$ cat config.mk
export PLATFORM = sky130hd
export DESIGN_NAME = dmaMailbox
export DESIGN_NICKNAME = d
export VERILOG_FILES = /design/src/rtl/dmaMbxPkg.sv /design/src/rtl/mbxFifo.sv /design/src/rtl/mbxCtrl.sv /design/src/rtl/mbxDatapath.sv /design/src/rtl/dmaMailbox.sv
export SDC_FILE = /design/constraint.sdc
export NUM_CORES = 1
export LEC_CHECK = 0
export BUFFER_PORTS_ARGS = -buffer_cell sky130_fd_sc_hd__buf_2
export CAP_MARGIN = 20
export CORE_MARGIN = 5
export CORE_UTILIZATION = 35
export CTS_CLUSTER_SIZE = 16
export DETAILED_ROUTE_END_ITERATION = 10
export GPL_TIMING_DRIVEN = 0
export PLACE_DENSITY_LB_ADDON = 0.15
export SETUP_SLACK_MARGIN = 0.5
export SLEW_MARGIN = 20
export SYNTH_ARGS = -nofsm -noshare
export SYNTH_HDL_FRONTEND = slang
export SYNTH_SLANG_ARGS = --single-unit
$ cat constraint.sdc
create_clock -name clk -period 2.65 [get_ports clk]
set_input_delay 0.53 -clock clk [delete_from_list [all_inputs] [get_ports clk]]
set_output_delay 0.53 -clock clk [all_outputs]
set_load 0.03 [all_outputs]
$ cat src/rtl/dmaMbxPkg.sv
package dmaMbxPkg;
  localparam int DATA_W      = 8;
  localparam int TOTAL_BYTES = 16;

  typedef struct packed {
    logic txPush;
    logic rxPop;
    logic flush;
  } mbxStrobe_t;
endpackage

$ cat src/rtl/mbxFifo.sv
module mbxFifo #(
  parameter int DEPTH = 8,
  parameter int WIDTH = 8
) (
  input  logic             clk,
  input  logic             rstN,
  input  logic             flush,
  input  logic             push,
  input  logic [WIDTH-1:0] pushData,
  input  logic             pop,
  output logic [WIDTH-1:0] headData,
  output logic             full,
  output logic             empty
);
  localparam int PW = (DEPTH > 1) ? $clog2(DEPTH) : 1;
  localparam int CW = $clog2(DEPTH + 1);

  logic [WIDTH-1:0] mem [DEPTH];
  logic [PW-1:0] wrPtr, rdPtr;
  logic [CW-1:0] count;

  function automatic logic [PW-1:0] stepPtr(input logic [PW-1:0] p);
    return (p == PW'(DEPTH - 1)) ? '0 : p + 1'b1;
  endfunction

  assign full     = (count == CW'(DEPTH));
  assign empty    = (count == '0);
  assign headData = mem[rdPtr];

  always_ff @(posedge clk) begin
    if (push && !flush) mem[wrPtr] <= pushData;
  end

  always_ff @(posedge clk) begin
    if (!rstN) begin
      wrPtr <= '0;
      rdPtr <= '0;
      count <= '0;
    end else if (flush) begin
      wrPtr <= '0;
      rdPtr <= '0;
      count <= '0;
    end else begin
      if (push) wrPtr <= stepPtr(wrPtr);
      if (pop)  rdPtr <= stepPtr(rdPtr);
      case ({push, pop})
        2'b10:   count <= count + 1'b1;
        2'b01:   count <= count - 1'b1;
        default: count <= count;
      endcase
    end
  end

  AST_NO_OVERFLOW: assert property (@(posedge clk) disable iff (!rstN) push |-> !full);
  AST_NO_UNDERFLOW: assert property (@(posedge clk) disable iff (!rstN) pop |-> !empty);
  AST_FLUSH_EMPTIES: assert property (@(posedge clk) disable iff (!rstN) flush |=> empty);
  AST_COUNT_STEP: assert property (@(posedge clk) disable iff (!rstN)
    !$past(flush) |-> (count == $past(count) || count == $past(count) + 1'b1 ||
                       count == $past(count) - 1'b1));
endmodule

$ cat src/rtl/mbxCtrl.sv
module mbxCtrl
  import dmaMbxPkg::*;
(
  input  logic       clk,
  input  logic       rstN,
  input  logic       dmaMode,
  input  logic       busMoto,
  input  logic       dmaAck,
  input  logic       rdN,
  input  logic       wrN,
  input  logic       rwLvl,
  input  logic       dsN,
  input  logic       txFull,
  input  logic       rxEmpty,
  output logic       txReq,
  output logic       rxReq,
  output mbxStrobe_t strb
);
  logic rdActive, wrActive;
  logic rdPrev, wrPrev;
  logic rdEdge, wrEdge;

  // Strobe convention decode
  always_comb begin
    if (busMoto) begin
      rdActive = !dsN && rwLvl;
      wrActive = !dsN && !rwLvl;
    end else begin
      rdActive = !rdN;
      wrActive = !wrN;
    end
  end

  always_ff @(posedge clk) begin
    if (!rstN) begin
      rdPrev <= 1'b0;
      wrPrev <= 1'b0;
    end else begin
      rdPrev <= rdActive;
      wrPrev <= wrActive;
    end
  end

  assign rdEdge = rdActive && !rdPrev;
  assign wrEdge = wrActive && !wrPrev;

  assign txReq = dmaMode && !txFull;
  assign rxReq = dmaMode && !rxEmpty;

  always_comb begin
    strb.txPush = wrEdge && dmaAck && txReq;
    strb.rxPop  = rdEdge && dmaAck && rxReq;
    strb.flush  = !dmaMode;
  end

  AST_ONE_WRITE_PER_STROBE: assert property (@(posedge clk) disable iff (!rstN)
    strb.txPush |=> !strb.txPush);
  AST_ONE_READ_PER_STROBE: assert property (@(posedge clk) disable iff (!rstN)
    strb.rxPop |=> !strb.rxPop);
  AST_ACK_REQUIRED: assert property (@(posedge clk) disable iff (!rstN)
    (strb.txPush || strb.rxPop) |-> dmaAck);
endmodule

$ cat src/rtl/mbxDatapath.sv
module mbxDatapath
  import dmaMbxPkg::*;
#(
  parameter int DW    = 8,
  parameter int DEPTH = 8
) (
  input  logic          clk,
  input  logic          rstN,
  input  mbxStrobe_t    strb,
  input  logic [DW-1:0] busDataIn,
  output logic [DW-1:0] busDataOut,
  output logic          txFull,
  output logic          rxEmpty,
  output logic          txOutValid,
  input  logic          txOutReady,
  output logic [DW-1:0] txOutData,
  input  logic          rxInValid,
  output logic          rxInReady,
  input  logic [DW-1:0] rxInData
);
  logic txEmpty, rxFull;
  logic txPop, rxPush;
  logic [DW-1:0] rxHead;

  assign txOutValid = !txEmpty && !strb.flush;
  assign rxInReady  = !rxFull && !strb.flush;
  assign txPop      = txOutValid && txOutReady;
  assign rxPush     = rxInValid && rxInReady;

  mbxFifo #(.DEPTH(DEPTH), .WIDTH(DW)) txFifo (
    .clk(clk), .rstN(rstN), .flush(strb.flush),
    .push(strb.txPush), .pushData(busDataIn),
    .pop(txPop), .headData(txOutData),
    .full(txFull), .empty(txEmpty)
  );

  mbxFifo #(.DEPTH(DEPTH), .WIDTH(DW)) rxFifo (
    .clk(clk), .rstN(rstN), .flush(strb.flush),
    .push(rxPush), .pushData(rxInData),
    .pop(strb.rxPop), .headData(rxHead),
    .full(rxFull), .empty(rxEmpty)
  );

  always_ff @(posedge clk) begin
    if (!rstN)           busDataOut <= '0;
    else if (strb.rxPop) busDataOut <= rxHead;
  end

  AST_BUS_HELD: assert property (@(posedge clk) disable iff (!rstN)
    !$past(strb.rxPop) |-> $stable(busDataOut));
endmodule

$ cat src/rtl/dmaMailbox.sv
module dmaMailbox
  import dmaMbxPkg::*;
#(
  parameter int DW          = DATA_W,
  parameter int TOTAL_BYTES = dmaMbxPkg::TOTAL_BYTES
) (
  input  logic          clk,
  input  logic          rstN,
  input  logic          dmaMode,
  input  logic          busMoto,
  input  logic          dmaAck,
  input  logic          rdN,
  input  logic          wrN,
  input  logic          rwLvl,
  input  logic          dsN,
  input  logic [DW-1:0] busDataIn,
  output logic [DW-1:0] busDataOut,
  output logic          txReq,
  output logic          rxReq,
  output logic          txOutValid,
  input  logic          txOutReady,
  output logic [DW-1:0] txOutData,
  input  logic          rxInValid,
  output logic          rxInReady,
  input  logic [DW-1:0] rxInData
);
  localparam int HALF_BYTES = TOTAL_BYTES / 2;

  mbxStrobe_t strb;
  logic txFull, rxEmpty;

  mbxCtrl ctrl (
    .clk(clk), .rstN(rstN), .dmaMode(dmaMode), .busMoto(busMoto),
    .dmaAck(dmaAck), .rdN(rdN), .wrN(wrN), .rwLvl(rwLvl), .dsN(dsN),
    .txFull(txFull), .rxEmpty(rxEmpty),
    .txReq(txReq), .rxReq(rxReq), .strb(strb)
  );

  mbxDatapath #(.DW(DW), .DEPTH(HALF_BYTES)) dp (
    .clk(clk), .rstN(rstN), .strb(strb),
    .busDataIn(busDataIn), .busDataOut(busDataOut),
    .txFull(txFull), .rxEmpty(rxEmpty),
    .txOutValid(txOutValid), .txOutReady(txOutReady), .txOutData(txOutData),
    .rxInValid(rxInValid), .rxInReady(rxInReady), .rxInData(rxInData)
  );
endmodule

==> Yosys cells after proc, flatten, opt, wreduce, memory -nomap -nowiden <==
Memory sizes are Yosys's and may differ from the RTL's. A register that Yosys moved wholly into a read port is not among the register bits.
Cells that the tools add are included.
{ "op_classes": {"muxes": 14, "add_sub_neg": 8, "n_eq_ne": 10, "n_reduce_logical": 32} }
{ "op_table": {"columns": ["cell", "count"], "rows": [
  ["3-bit two-way mux", 6],
  ["1-bit logical AND", 16],
  ["4-bit case mux with 2 select lines", 2],
  ["3-bit by 1-bit adder with 3-bit output (second input constant)", 4],
  ["3-bit equality test (second input constant)", 4],
  ["1-bit logical NOT", 11],
  ["4-bit by 1-bit adder with 4-bit output (second input constant)", 2],
  ["4-bit equality test (second input constant)", 2],
  ["4-bit logical NOT", 2],
  ["4-bit by 1-bit subtractor with 4-bit output (second input constant)", 2],
  ["1-bit two-way mux", 6],
  ["2-bit by 1-bit equality test with 1-bit output (second input constant)", 2],
  ["2-bit equality test (second input constant)", 2],
  ["2-bit nonzero test", 2],
  ["2-bit AND reduction", 1]
]} }
{ "word_totals": {"wordCells": 74, "regBits": 22, "mem_bits_rw": 128, "mem_count": 2} }
{ "memory_table": {"columns": ["name", "words", "word_bits", "read_ports", "rd_ports_with_merged_regs", "wr", "line", "rtl"], "rows": [
  ["dp.rxFifo.mem", 8, 8, 1, 1, 1, "mbxFifo.sv:18", "logic [WIDTH-1:0] mem [DEPTH];"],
  ["dp.txFifo.mem", 8, 8, 1, 1, 1, "mbxFifo.sv:18", null]
]} }

==> Logic depth before layout (Yosys ltp) <==
Gate-level depths: netlist of run 1.
{ "logic_depth": {"depth_word": 9, "mapped_depth": 11, "ltp_nobuf": 10} }

==> By module <==
Synthesis of run 1 repeated with hierarchy kept, for this count alone.
{ "unflattened": {"cells_unflattened": 387, "hier_area_um2": 6752.7} }
{ "modules_own_cells": {"columns": ["mod", "n_inst", "area_per_inst_um2", "seq_area_each_um2", "cells_each"], "rows": [
  ["mbxFifo (dp.txFifo)", 1, 3154.3, 2182.1, 172],
  ["mbxFifo (dp.rxFifo)", 1, 3148.0, 2182.1, 171],
  ["mbxDatapath", 1, 321.6, 160.2, 29],
  ["mbxCtrl", 1, 128.9, 40.0, 15]
]} }

==> Worst setup path before layout of run 1 <==
Ideal clock, no wire load.
{ "synth_timing": {"path_type": "input-to-reg", "startpoint": "in busMoto", "endpoint": "reg dp.rxFifo.count[2]", "slack_ns": 0.184, "t_arrival_ns": 2.338, "stages": 10, "setup_ns": 0.128, "path_buffers": 0, "required_time_ns": 2.522, "path_cell_list": "or2_4 > a211o_1 > nor2_2 > ha_1 > inv_1 > fa_1 > xor2_1 > nor2_1 > a21oi_1 > nor2_1"} }
{ "synth_via": {"elab_chain_cells": 6, "word_cells_on_any_way": 8, "classes_between": "eq/ne (2); mux (2); reduce/logical (4)"} }
{ "synth_lines": {"columns": ["item", "line", "rtl"], "rows": [
  ["start, declared", "dmaMailbox.sv:10", "input logic busMoto,"],
  ["1-bit two-way mux *", "mbxCtrl.sv:25", "if (busMoto) begin"],
  ["1-bit logical AND *", "mbxCtrl.sv:44", "assign rdEdge = rdActive && !rdPrev;"],
  ["1-bit logical AND * (2 in a row)", "mbxCtrl.sv:52", "strb.rxPop = rdEdge && dmaAck && rxReq;"],
  ["via dp.rxFifo.pop", "mbxFifo.sv:10", "input logic pop,"],
  ["2-bit by 1-bit equality test with 1-bit output or 2-bit equality test (tied branches)", "mbxFifo.sv:46", "case ({push, pop})"],
  ["4-bit case mux with 2 select lines or 2-bit nonzero test (tied branches)", null, null],
  ["end signal, assigned", "mbxFifo.sv:47", "2'b10: count <= count + 1'b1;"],
  ["end signal, assigned", "mbxFifo.sv:48", "2'b01: count <= count - 1'b1;"],
  ["end signal, assigned", "mbxFifo.sv:49", "default: count <= count;"],
  ["end, declared", "mbxFifo.sv:20", "logic [CW-1:0] count;"]
]} }
Mark *: on every way through the listed nets, which the timed path passes. The rest lies on a longest branch.
A chain may end at the register's enable or synchronous reset.

==> results of run 1 <==
area by class of cell:
type | instances | area [um^2]
Fill cell | 1675 | 10300
Sequential cell | 161 | 4520
Multi-Input combinational cell | 194 | 2160
Timing Repair Buffer | 75 | 551
Clock buffer | 20 | 437
Tap cell | 234 | 293
Buffer | 17 | 155
Clock inverter | 11 | 115
Inverter | 9 | 33.8
Yosys cell counts (all sizes together), types with 5 or more instances:
cell type,number,share of area
ha,14,0.027
clkbuf,7,0.0044
nand3,15,0.012
buf,10,0.011
nand2,13,0.0079
inv,9,0.0052
o211a,8,0.012
edfxtp,128,0.59
mux2,8,0.014
mux4,32,0.11
mux2i,11,0.017
nor3,6,0.0046
dfxtp,33,0.10
nor2,26,0.015
o21ai,5,0.0038
a21oi,15,0.011
placed cells by master (no fill, tap or decap), types with 3 or more instances in the layout:
| cell type | instances |
|---|---|
| sky130_fd_sc_hd__clkbuf_1 | 6 |
| sky130_fd_sc_hd__mux2_4 | 6 |
| sky130_fd_sc_hd__nor3_2 | 4 |
| sky130_fd_sc_hd__inv_2 | 4 |
| sky130_fd_sc_hd__dfxtp_1 | 26 |
| sky130_fd_sc_hd__clkinv_2 | 3 |
| sky130_fd_sc_hd__xor2_1 | 4 |
| sky130_fd_sc_hd__buf_2 | 36 |
| sky130_fd_sc_hd__a211oi_2 | 3 |
| sky130_fd_sc_hd__nor2_2 | 9 |
| sky130_fd_sc_hd__o211a_1 | 8 |
| sky130_fd_sc_hd__inv_1 | 5 |
| sky130_fd_sc_hd__or3_1 | 3 |
| sky130_fd_sc_hd__o21ai_0 | 3 |
| sky130_fd_sc_hd__nand2b_1 | 4 |
| sky130_fd_sc_hd__dfxtp_2 | 4 |
| sky130_fd_sc_hd__clkbuf_16 | 18 |
| sky130_fd_sc_hd__mux4_2 | 32 |
| sky130_fd_sc_hd__ha_1 | 9 |
| sky130_fd_sc_hd__dfxtp_4 | 3 |
| sky130_fd_sc_hd__ha_4 | 5 |
| sky130_fd_sc_hd__buf_4 | 26 |
| sky130_fd_sc_hd__nand3_1 | 12 |
| sky130_fd_sc_hd__mux2i_1 | 11 |
| sky130_fd_sc_hd__nand2_1 | 11 |
| sky130_fd_sc_hd__nor2_1 | 16 |
| sky130_fd_sc_hd__edfxtp_1 | 128 |
| sky130_fd_sc_hd__a21oi_1 | 13 |
| sky130_fd_sc_hd__buf_6 | 17 |
per-layer routing:
layer | wire length (um) | share of wire
met1 | 5810 | 0.42
met3 | 466 | 0.033
met5 | 7 | 0.00050
met2 | 7580 | 0.54
met4 | 137 | 0.0098
power by group:
part	total, mW	internal [mW]	leakage [nW]	switching (mW)
clock network	2.31	1.37	0.265	0.942
registers	2.74	2.74	1.42	0.00724
logic	0.177	0.0726	1.18	0.104
timing repair:
| action | 4_1_cts | 5_1_grt |
|---|---|---|
| hold buffers | 0 | 0 |
| gates cloned | 1 | 0 |
| setup endpoints to repair | 97 | 24 |
| pin swaps | 11 | 13 |
| gates resized for setup | 70 | 16 |
| setup buffers | 14 | 10 |
sequential cells by signal (all words and copies together) (netlist names), named ones only:
signal and flops:
dp.rxFifo.mem 64, dp.txFifo.mem 64, dp.busDataOut 8, dp.rxFifo.count 4
dp.txFifo.count 4, dp.rxFifo.rdPtr 3, dp.rxFifo.wrPtr 3, dp.txFifo.rdPtr 3
dp.txFifo.wrPtr 3, ctrl.rdPrev 1, ctrl.wrPrev 1
cells by family after synthesis:
family | Yosys count | share of synthesized area
multiplexers | 51 | 0.141
adder cells (fa/ha/maj) | 16 | 0.0329
AND/OR/NAND/NOR | 84 | 0.0680
XOR/XNOR | 4 | 0.00536
AO/OA/AOI/OAI | 39 | 0.0431
buffers and inverters | 26 | 0.0201
flip-flops | 161 | 0.690
final timing paths:
kind,from,cells past startpoint,slack (ns),end
max,register,5,0.17,txOutData[3]
min,busDataIn[4],1,0.38,dp.txFifo.mem[7][4]
max reg2reg,dp.rxFifo.count[0],9,0.53,dp.rxFifo.count[3]
min reg2reg,dp.txFifo.count[3],2,0.49,dp.txFifo.count[3]
metrics by stage:
stage	std cells	setup TNS [ns]	worst slack [ns]	hold slack, ns
6_report	721	0	0.167	0.381
5_1_grt	721	0	0.104	0.375
4_1_cts	711	0	0.135	0.367
3_5_place_dp	665	-0.556	-0.109	0.478
3_3_place_gp	660	-3.31	-0.386	0.472
2_1_floorplan	381	0	0.307	0.451
==> implementation parameters, run 1 <==
Parameter                              Value

Final layout
  Fraction of layout cells with a size suffix above 1    0.425
  Final antenna diode count    0
  Cell area after layout    around 8300 um^2
  Final core utilization    0.446
  Area Overhead vs Synth    26.5%
  NumNets Final    about 520

Floorplanning
  Starting utilization of the core area    0.353
  Top-level port count    47
  DIE AREA    approximately 21000 um^2
  Row count    50
  Height of the die    147 um
  CORE AREA    18500 um^2
  DIE WIDTH    roughly 150 um

Global route
  Top Usage Layer GRT    met2
  Initial antenna violation count    1
  Global-route track usage on met2    0.244
  Global-route usage over all layers    0.135
  Maximum number of pins on one net before global-route repair    17
  GR met1 Demand/Resource    0.156
  Number of global-route vias before repair    3843
  Global-route wire length before repair    21.6 mm
  Met3 track demand over resource in global routing    0.0372
  Grt ovf    0

Power and ir drop
  IR Drop Worst-Case VDD    approximately 0.00047 V
  Leakage power total    2.87 nW
  Total power divided by cell area    634 nW/um^2
  Final Total Pwr    between 5 and 6 mW

Route
  Via Count    3586
  Detail-routed net length per standard cell    19.4 um
  Total wire length    14.0 mm
  Antenna-violating nets left    0
  Via count normalized by instance count    roughly 5
  Number of iterations in the first detailed-routing pass    5
  Initial detailed-routing violation count    221
  Post-route DRC violation count    0

Worst setup path
  Endpoint class of the critical path    output port
  Slowest cell delay on critical path    about 0.5 ns
  Critical Path Start Type    register
  Worst Path Arrival    1.95 ns
  Critical-path cell list    buf_6, buf_4, mux4_2, mux2_4, buf_6
  Highest net fanout along the worst path    5
  Most repeated library cell on the critical path    sky130_fd_sc_hd__buf_6
  Startpoint-to-endpoint class of the critical path    register to output port
  Crit path required time    about 2.1 ns
  Critical path buffer and inverter count    3
  Dominant delay contributor by cell family on the critical path    multiplexers
  Slowest-stage cell, CP    sky130_fd_sc_hd__mux4_2

Status
  Outcome    finished, final reports clean

Clock tree
  Cell at the root of the clock tree    sky130_fd_sc_hd__clkbuf_16
  Clock-pin slew reported for the worst setup and hold paths after clock tree synthesis    0.06 ns
  Clock tree from TritonCTS    done
  Clock latency reported for the late side of the worst-skew pair    0.42 ns
  Total clock buffers created by CTS    17
  Clock Tree Buf Depth    2
  Clock sink total    161
  # H-tree levels    4

Synth
  Asr flop ratio synth    0
  Number of flops mapped to enable cells by yosys    128
  Mapped Area    6530 um^2
  Predominant post-synthesis flop cell    sky130_fd_sc_hd__edfxtp_1
  Post-synthesis register bit count    161
  Fraction of the yosys area taken by sequential cells    0.690
  Nets in the synthesized netlist    424
  Count of cell types in the netlist    50
  Synthesized area divided by synthesized cell count    approximately 17 um^2
  Yosys warning count    0
  Number of instances in the synthesized netlist    381

STA
  Min Tclk post-route    2.48 ns
  Worst slew slack as a fraction of its limit    0.397
  RSZ-0062 raised after global routing    yes
  Final setup violation count    0
  Period Utilization, post-route    0.937
  F_max    0.403 GHz
  Worst Max-Slew Pin Slew    approximately 0.90 ns
  Post-Route Skew    0.00815 ns
  Final max-slew violation count    0
  Hold Vio Cnt, Final    0

Placed design
  Final weighted congestion of routability-driven global placement    about 0.68
  HPWL after detailed placement    9.09 mm
  Port-buffer cells    45
  Placed cell areas    ~7000 um^2

Flow run
  Number of violations of the max-capacitance limit    0

Min path
  Worst Hold Class    input port to register
(Power assumes the default switching activity.)
==> inputs of run 2 (changes only) <==
CORE_ASPECT_RATIO = 0.7   (was default)
==> run 2 against run 1 <==
Effect of this change:
- critical path depth up 1
- wire length up 0.25%
- non-clock buffer count unchanged
- sequential power about the same
- final cell count up 0.42%
- power up 4.4%
- fmax down 2.5%
- count of clock-buffer cells in the layout down 2
- sequential share of layout area down 0.53 points
- first-iteration DRC count up 24%
- critical endpoint is now txOutData[6]
- largest power group unchanged
- highest routed layer is now met4
==> implementation parameters, run 2 (same netlist as run 1, synthesis figures left out) <==
Parameter                              Value

Placed design
  Worst-case setup slack after placement    -0.227 ns
  Final weighted congestion of routability-driven global placement    0.726
  Placed cell areas    7180 um^2
  HPWL after detailed placement    9.19 mm
  Port-buffer cells    45

Min path
  Worst Hold Class    input port to register
  Sink of the worst hold path    dp.rxFifo.mem[1][0]
  Worst hold start    rxInData[0]
  Hold Path Depth    1

Global route
  Number of global-route vias before repair    between 3000 and 4000
  Maximum number of pins on one net before global-route repair    18
  Grt ovf    0
  Global-route wire length before repair    21.9 mm
  Global-route usage over all layers    0.134
  Initial antenna violation count    0

Route
  Detail-routed net length per standard cell    approximately 19 um
  Initial detailed-routing violation count    274
  Antenna-violating nets left    0
  Post-route DRC violation count    0
  Number of iterations in the first detailed-routing pass    4
  Via Count    ~3600
  Via count normalized by instance count    4.99
  Total wire length    14.0 mm

Final layout
  Most common library cell in the layout ignoring fill and taps    sky130_fd_sc_hd__edfxtp_1
  Fraction of layout cells with a size suffix above 1    0.436
  Area Overhead vs Synth    27.8%
  Final antenna diode count    0
  Most frequent cells in the layout    sky130_fd_sc_hd__edfxtp_1 (128), sky130_fd_sc_hd__buf_2 (37), sky130_fd_sc_hd__mux4_2 (32)
  Final core utilization    0.460
  Cell area after layout    around 8300 um^2
  Largest registers ranked by flip-flop count    dp.rxFifo.mem: 64 flops, dp.txFifo.mem: 64 flops, dp.busDataOut: 8 flops
  NumNets Final    roughly 520

STA
  RSZ-0062 raised after global routing    yes
  Worst Max-Slew Pin Slew    0.972 ns
  Min Tclk post-route    2.55 ns
  Post-Route Skew    0.0165 ns
  Final setup violation count    0
  Final max-slew violation count    0
  Setup TNS    0 ns
  Setup ws final    between 0.1 and 0.15 ns
  Hold Vio Cnt, Final    0
  Worst slew slack as a fraction of its limit    0.351
  Period Utilization, post-route    0.961
  F_max    0.393 GHz

Power and ir drop
  IR Drop Worst-Case VDD    0.000394 V
  Final Total Pwr    5.46 mW
  Total power divided by cell area    655 nW/um^2
  Leakage power total    2.91 nW

Clock tree
  Clock sink total    161
  Clock latency reported for the late side of the worst-skew pair    0.44 ns
  Total clock buffers created by CTS    17
  Cell at the root of the clock tree    sky130_fd_sc_hd__clkbuf_16
  Clock tree from TritonCTS    done
  Clock Tree Buf Depth    2
  Clock-pin slew reported for the worst setup and hold paths after clock tree synthesis    0.07 ns
  # H-tree levels    4

Worst setup path
  Worst Path Arrival    2.02 ns
  Highest net fanout along the worst path    5
  Critical Path Start Type    register
  Endpoint class of the critical path    output port
  Crit path required time    2.12 ns
  Register-to-register setup slack    0.50 ns
  RR Endpoint    dp.rxFifo.count[3]
  Startpoint-to-endpoint class of the critical path    register to output port
  Worst r2r src    dp.rxFifo.count[0]
  Depth of the worst register-to-register path    9

Flow run
  Number of violations of the max-capacitance limit    0

Floorplanning
  DIE AREA    21500 um^2
  Starting utilization of the core area    0.360
  Row count    41
  Height of the die    124 um
  DIE WIDTH    about 170 um
  Top-level port count    47
  CORE AREA    18200 um^2

Status
  Outcome    finished, final reports clean
## run 2: cell count changes in the layout (fill, tap and decap cells not counted), moves of 2 or more
cell | previous run | this run
sky130_fd_sc_hd__nor2_2 | 9 | 7
sky130_fd_sc_hd__buf_12 | 1 | 3
sky130_fd_sc_hd__inv_6 | 1 | 6
sky130_fd_sc_hd__clkbuf_1 | 6 | 4
sky130_fd_sc_hd__clkinvlp_4 | 2 | 0
sky130_fd_sc_hd__nor2_1 | 16 | 18
sky130_fd_sc_hd__buf_6 | 17 | 14
sky130_fd_sc_hd__clkinv_2 | 3 | 0
sky130_fd_sc_hd__inv_8 | 0 | 4
sky130_fd_sc_hd__clkinv_1 | 2 | 0
## run 2: worst max path at each step
stage / cells after the start / from / end / slack (ns)
2_1_floorplan: 10 / busMoto / dp.rxFifo.count[2] / 0.31
3_3_place_gp: 3 / dmaMode / dp.rxFifo.mem[0][4] / -0.22
3_5_place_dp: 11 / dsN / dp.rxFifo.count[2] / -0.23
4_1_cts: 6 / register / txOutData[6] / 0.07
5_1_grt: 6 / register / txOutData[6] / 0.02
6_report: 6 / register / txOutData[6] / 0.10
## run 2: where the power goes
group	total, mW	internal, mW	switching (mW)
registers	2.74	2.73	0.00697
logic	0.181	0.0733	0.108
clock network	2.54	1.44	1.10
## run 2: what timing repair did
item	4_1_cts	5_1_grt
endpoints found under the hold margin	0	0
cloned	1	0
buffers inserted	16	10
resized for setup	69	15
hold buffers	0	0
endpoints found under the setup margin	81	40
pin swaps	12	10
## run 2: area by class of cell
type,count,area (um^2)
inverters,9,36.3
fillers,1585,9810
multi-input cells,194,2170
plain buffers,17,153
flip-flops and latches,161,4520
clock inverters,14,183
well taps,236,295
repair buffers,75,562
clock buffers,18,429
## run 2: per-layer routing
layer,global-route usage,part of all wire,vias to the layer above
li1,-,-,1691
met1,0.188,0.48,1842
met2,0.204,0.47,72
met4,0.0403,0.0077,0
met5,0,0,-
met3,0.0391,0.047,9
## run 2: critical path: stages (launching register included)
cell and delay [ns]:
sky130_fd_sc_hd__dfxtp_2 0.32, sky130_fd_sc_hd__buf_6 0.13, sky130_fd_sc_hd__buf_12 0.10, sky130_fd_sc_hd__buf_12 0.11
sky130_fd_sc_hd__mux4_2 0.49, sky130_fd_sc_hd__mux2_4 0.29, sky130_fd_sc_hd__buf_6 0.14
## run 2: through the flow
stage | hold slack [ns] | cells
after floorplan | 0.451 | 381
after global placement | 0.481 | 662
after detailed placement | 0.486 | 665
after CTS | 0.353 | 714
after global routing | 0.361 | 724
final | 0.368 | 724
==> inputs of run 3 (changes only) <==
ABC_AREA = 1   (was default)
==> run 3 against run 2 <==
Effect of this change:
- critical path depth is the same
- clock power shrank 4%
- non-clock buffer count shrank 11
- final cell count grew 43%
- first-iteration DRC count grew 25%
- synthesized cell count grew 77%
- sequential power is essentially flat
- die area grew 6.1%
==> implementation parameters, run 3 <==
Parameter                              Value

Clock tree
  # H-tree levels    4
  Clock tree from TritonCTS    done
  Clock-pin slew reported for the worst setup and hold paths after clock tree synthesis    0.07 ns
  Total of hold buffers inserted after clock tree synthesis    0
  Clock sink total    161
  Total clock buffers created by CTS    17
  Clock Tree Buf Depth    2
  Cell at the root of the clock tree    sky130_fd_sc_hd__clkbuf_16
  Clock latency reported for the late side of the worst-skew pair    0.43 ns

Synth
  Count of cell types in the netlist    32
  Post-synthesis register bit count    161
  Yosys top cell area share    0.552
  Largest cells by area after synthesis    sky130_fd_sc_hd__edfxtp_1 (55%), sky130_fd_sc_hd__dfxtp_1 (9.5%), sky130_fd_sc_hd__nand2_1 (7.0%), sky130_fd_sc_hd__inv_1 (5.2%), sky130_fd_sc_hd__nand3_1 (4.5%)
  Mapped Area    6960 um^2
  Nets in the synthesized netlist    between 700 and 800
  Most common cell in the synthesized netlist    sky130_fd_sc_hd__nand2_1
  Synthesized area divided by synthesized cell count    10.3 um^2
  Synth area leader    sky130_fd_sc_hd__edfxtp_1
  Asr flop ratio synth    0
  Yosys warning count    0
  Number of instances in the synthesized netlist    673
  Commonest cells in the synthesized netlist    sky130_fd_sc_hd__nand2_1 (129), sky130_fd_sc_hd__edfxtp_1 (128), sky130_fd_sc_hd__inv_1 (97)
  Number of flops mapped to enable cells by yosys    about 130
  Fraction of the yosys area taken by sequential cells    0.647
  Predominant post-synthesis flop cell    sky130_fd_sc_hd__edfxtp_1

Floorplanning
  CORE AREA    19700 um^2
  Row count    43
  Height of the die    between 100 and 150 um
  Top-level port count    47
  Starting utilization of the core area    0.354
  DIE WIDTH    between 150 and 200 um
  DIE AREA    22900 um^2

Final layout
  Fraction of layout cells with a size suffix above 1    0.210
  Cell area after layout    8620 um^2
  Most frequent cells in the layout    sky130_fd_sc_hd__edfxtp_1 (128), sky130_fd_sc_hd__nand2_1 (126), sky130_fd_sc_hd__inv_1 (94)
  Fill cells    approximately 1900
  NumNets Final    792
  Final core utilization    0.438
  Final instance count without filler cells    1032
  Area Overhead vs Synth    23.9%
  Largest registers ranked by flip-flop count    dp.rxFifo.mem: 64 flops, dp.txFifo.mem: 64 flops, dp.busDataOut: 8 flops
  Final antenna diode count    0
  Most common library cell in the layout ignoring fill and taps    sky130_fd_sc_hd__edfxtp_1

STA
  RSZ-0062 raised after global routing    yes
  Setup ws final    0.428 ns
  Min Tclk post-route    2.22 ns
  Worst slew slack as a fraction of its limit    0.405
  F_max    0.450 GHz
  Period Utilization, post-route    0.839
  Hold Vio Cnt, Final    0
  Post-Route Skew    0.00708 ns
  Final max-slew violation count    0
  Final setup violation count    0
  Worst Max-Slew Pin Slew    0.888 ns
  Setup TNS    0 ns

Worst setup path
  Highest net fanout along the worst path    10
  Slowest-stage cell, CP    sky130_fd_sc_hd__dfxtp_4
  Critical-path cell list    buf_12, o21ai_0, o22ai_1, nand2_1, nand2_1, clkbuf_4
  Crit path required time    2.12 ns
  Worst Path Arrival    1.69 ns
  Critical path buffer and inverter count    2
  Startpoint-to-endpoint class of the critical path    register to output port
  Critical Path Start Type    register
  Most repeated library cell on the critical path    sky130_fd_sc_hd__nand2_1
  Endpoint class of the critical path    output port
  Slowest cell delay on critical path    between 0.4 and 0.5 ns
  Dominant delay contributor by cell family on the critical path    flip-flops

Route
  Via Count    4927
  Post-route DRC violation count    0
  Detail-routed net length per standard cell    16.1 um
  Number of iterations in the first detailed-routing pass    5
  Total wire length    roughly 17 mm
  Antenna-violating nets left    0
  Initial detailed-routing violation count    342
  Via count normalized by instance count    4.77

Placed design
  HPWL after detailed placement    11.3 mm
  Placed cell areas    ~7600 um^2
  Port-buffer cells    46
  Worst-case setup slack after placement    0.0974 ns
  Count of placed standard cells including taps    989
  Final weighted congestion of routability-driven global placement    0.757

Global route
  Maximum number of pins on one net before global-route repair    18
  Grt ovf    0
  Global-route usage over all layers    0.152
  Initial antenna violation count    0
  Number of global-route vias before repair    4892
  Global-route wire length before repair    ~26 mm

Status
  Outcome    finished, final reports clean

Power and ir drop
  Leakage power total    3.40 nW
  IR Drop Worst-Case VDD    0.000438 V
  Total power divided by cell area    630 nW/um^2

Flow run
  Number of violations of the max-capacitance limit    0

Min path
  Worst Hold Class    input port to register
[run 3: changes by cell type after synthesis, sizes merged, moves of 6 or more]
cell / change
nand3: +50
o22ai: +8
inv: +89
o21ai: +50
clkbuf: +6
nor2: +36
mux4: -32
nand2: +117
mux2: -8
a21oi: +10
o211a: -8
[run 3: power breakdown]
part | internal [mW] | switching (mW) | leakage [nW]
registers | 2.74 | 0.0130 | 1.42
logic | 0.0781 | 0.149 | 1.69
clock network | 1.34 | 1.11 | 0.290
total | 4.16 | 1.27 | 3.40
[run 3: final timing paths]
check / start / to / slack (ns) / depth (start not counted)
setup / recovery: register / txOutData[7] / 0.43 / 6
hold / removal: busDataIn[6] / dp.txFifo.mem[3][6] / 0.37 / 1
setup reg to reg: dp.txFifo.count[3] / dp.txFifo.mem[7][2] / 0.51 / 8
hold reg to reg: dp.busDataOut[1] / dp.busDataOut[1] / 0.48 / 2
[run 3: cell families after synthesis]
| group | count (synthesis) | share of synthesized area |
|---|---|---|
| xor+xnor | 3 | 0.00377 |
| fa+ha+maj | 16 | 0.0309 |
| simple gates | 272 | 0.169 |
| compound gates | 90 | 0.0687 |
| mux | 8 | 0.0115 |
| buf+inv | 123 | 0.0692 |
| flops | 161 | 0.647 |
[run 3: area by class of cell]
type                    count  area [um^2]  share of cell area
flip-flops and latches    161         4520               0.524
repair buffers             57          413              0.0479
clock inverters            15          165              0.0192
well taps                 270          338              0.0392
clock buffers              17          425              0.0493
multi-input cells         389         2130               0.248
plain buffers              24          248              0.0287
inverters                  99          380              0.0441
[run 3: worst reg2reg max path, stage by stage (launching register included)]
cell                      delay, ns
sky130_fd_sc_hd__dfxtp_1       0.33
sky130_fd_sc_hd__inv_2         0.10
sky130_fd_sc_hd__nor2_1        0.08
sky130_fd_sc_hd__a21oi_4       0.22
sky130_fd_sc_hd__nand3_4       0.13
sky130_fd_sc_hd__buf_4         0.17
sky130_fd_sc_hd__inv_1         0.06
sky130_fd_sc_hd__nand2_1       0.19
sky130_fd_sc_hd__nor2_2        0.50
[run 3: repair_timing]
item,CTS,global route
setup buffers,2,6
cloned,1,2
setup endpoints to repair,43,28
pin swaps,2,7
resized for setup,64,36
endpoints found under the hold margin,0,0
[run 3: through the flow]
| step | power [mW] | hold WS (ns) |
|---|---|---|
| 6_report | 5.43 | 0.368 |
| 5_1_grt | 5.62 | 0.359 |
| 4_1_cts | 5.47 | 0.348 |
| 3_5_place_dp | 3.02 | 0.477 |
| 3_3_place_gp | 3.01 | 0.465 |
| 2_1_floorplan | 2.93 | 0.450 |
[run 3: per-layer routing]
metal | GRT usage | part of all wire
met1 | 0.221 | 0.50
met2 | 0.224 | 0.43
met3 | 0.0407 | 0.057
met4 | 0.0442 | 0.011
met5 | 0 | 0
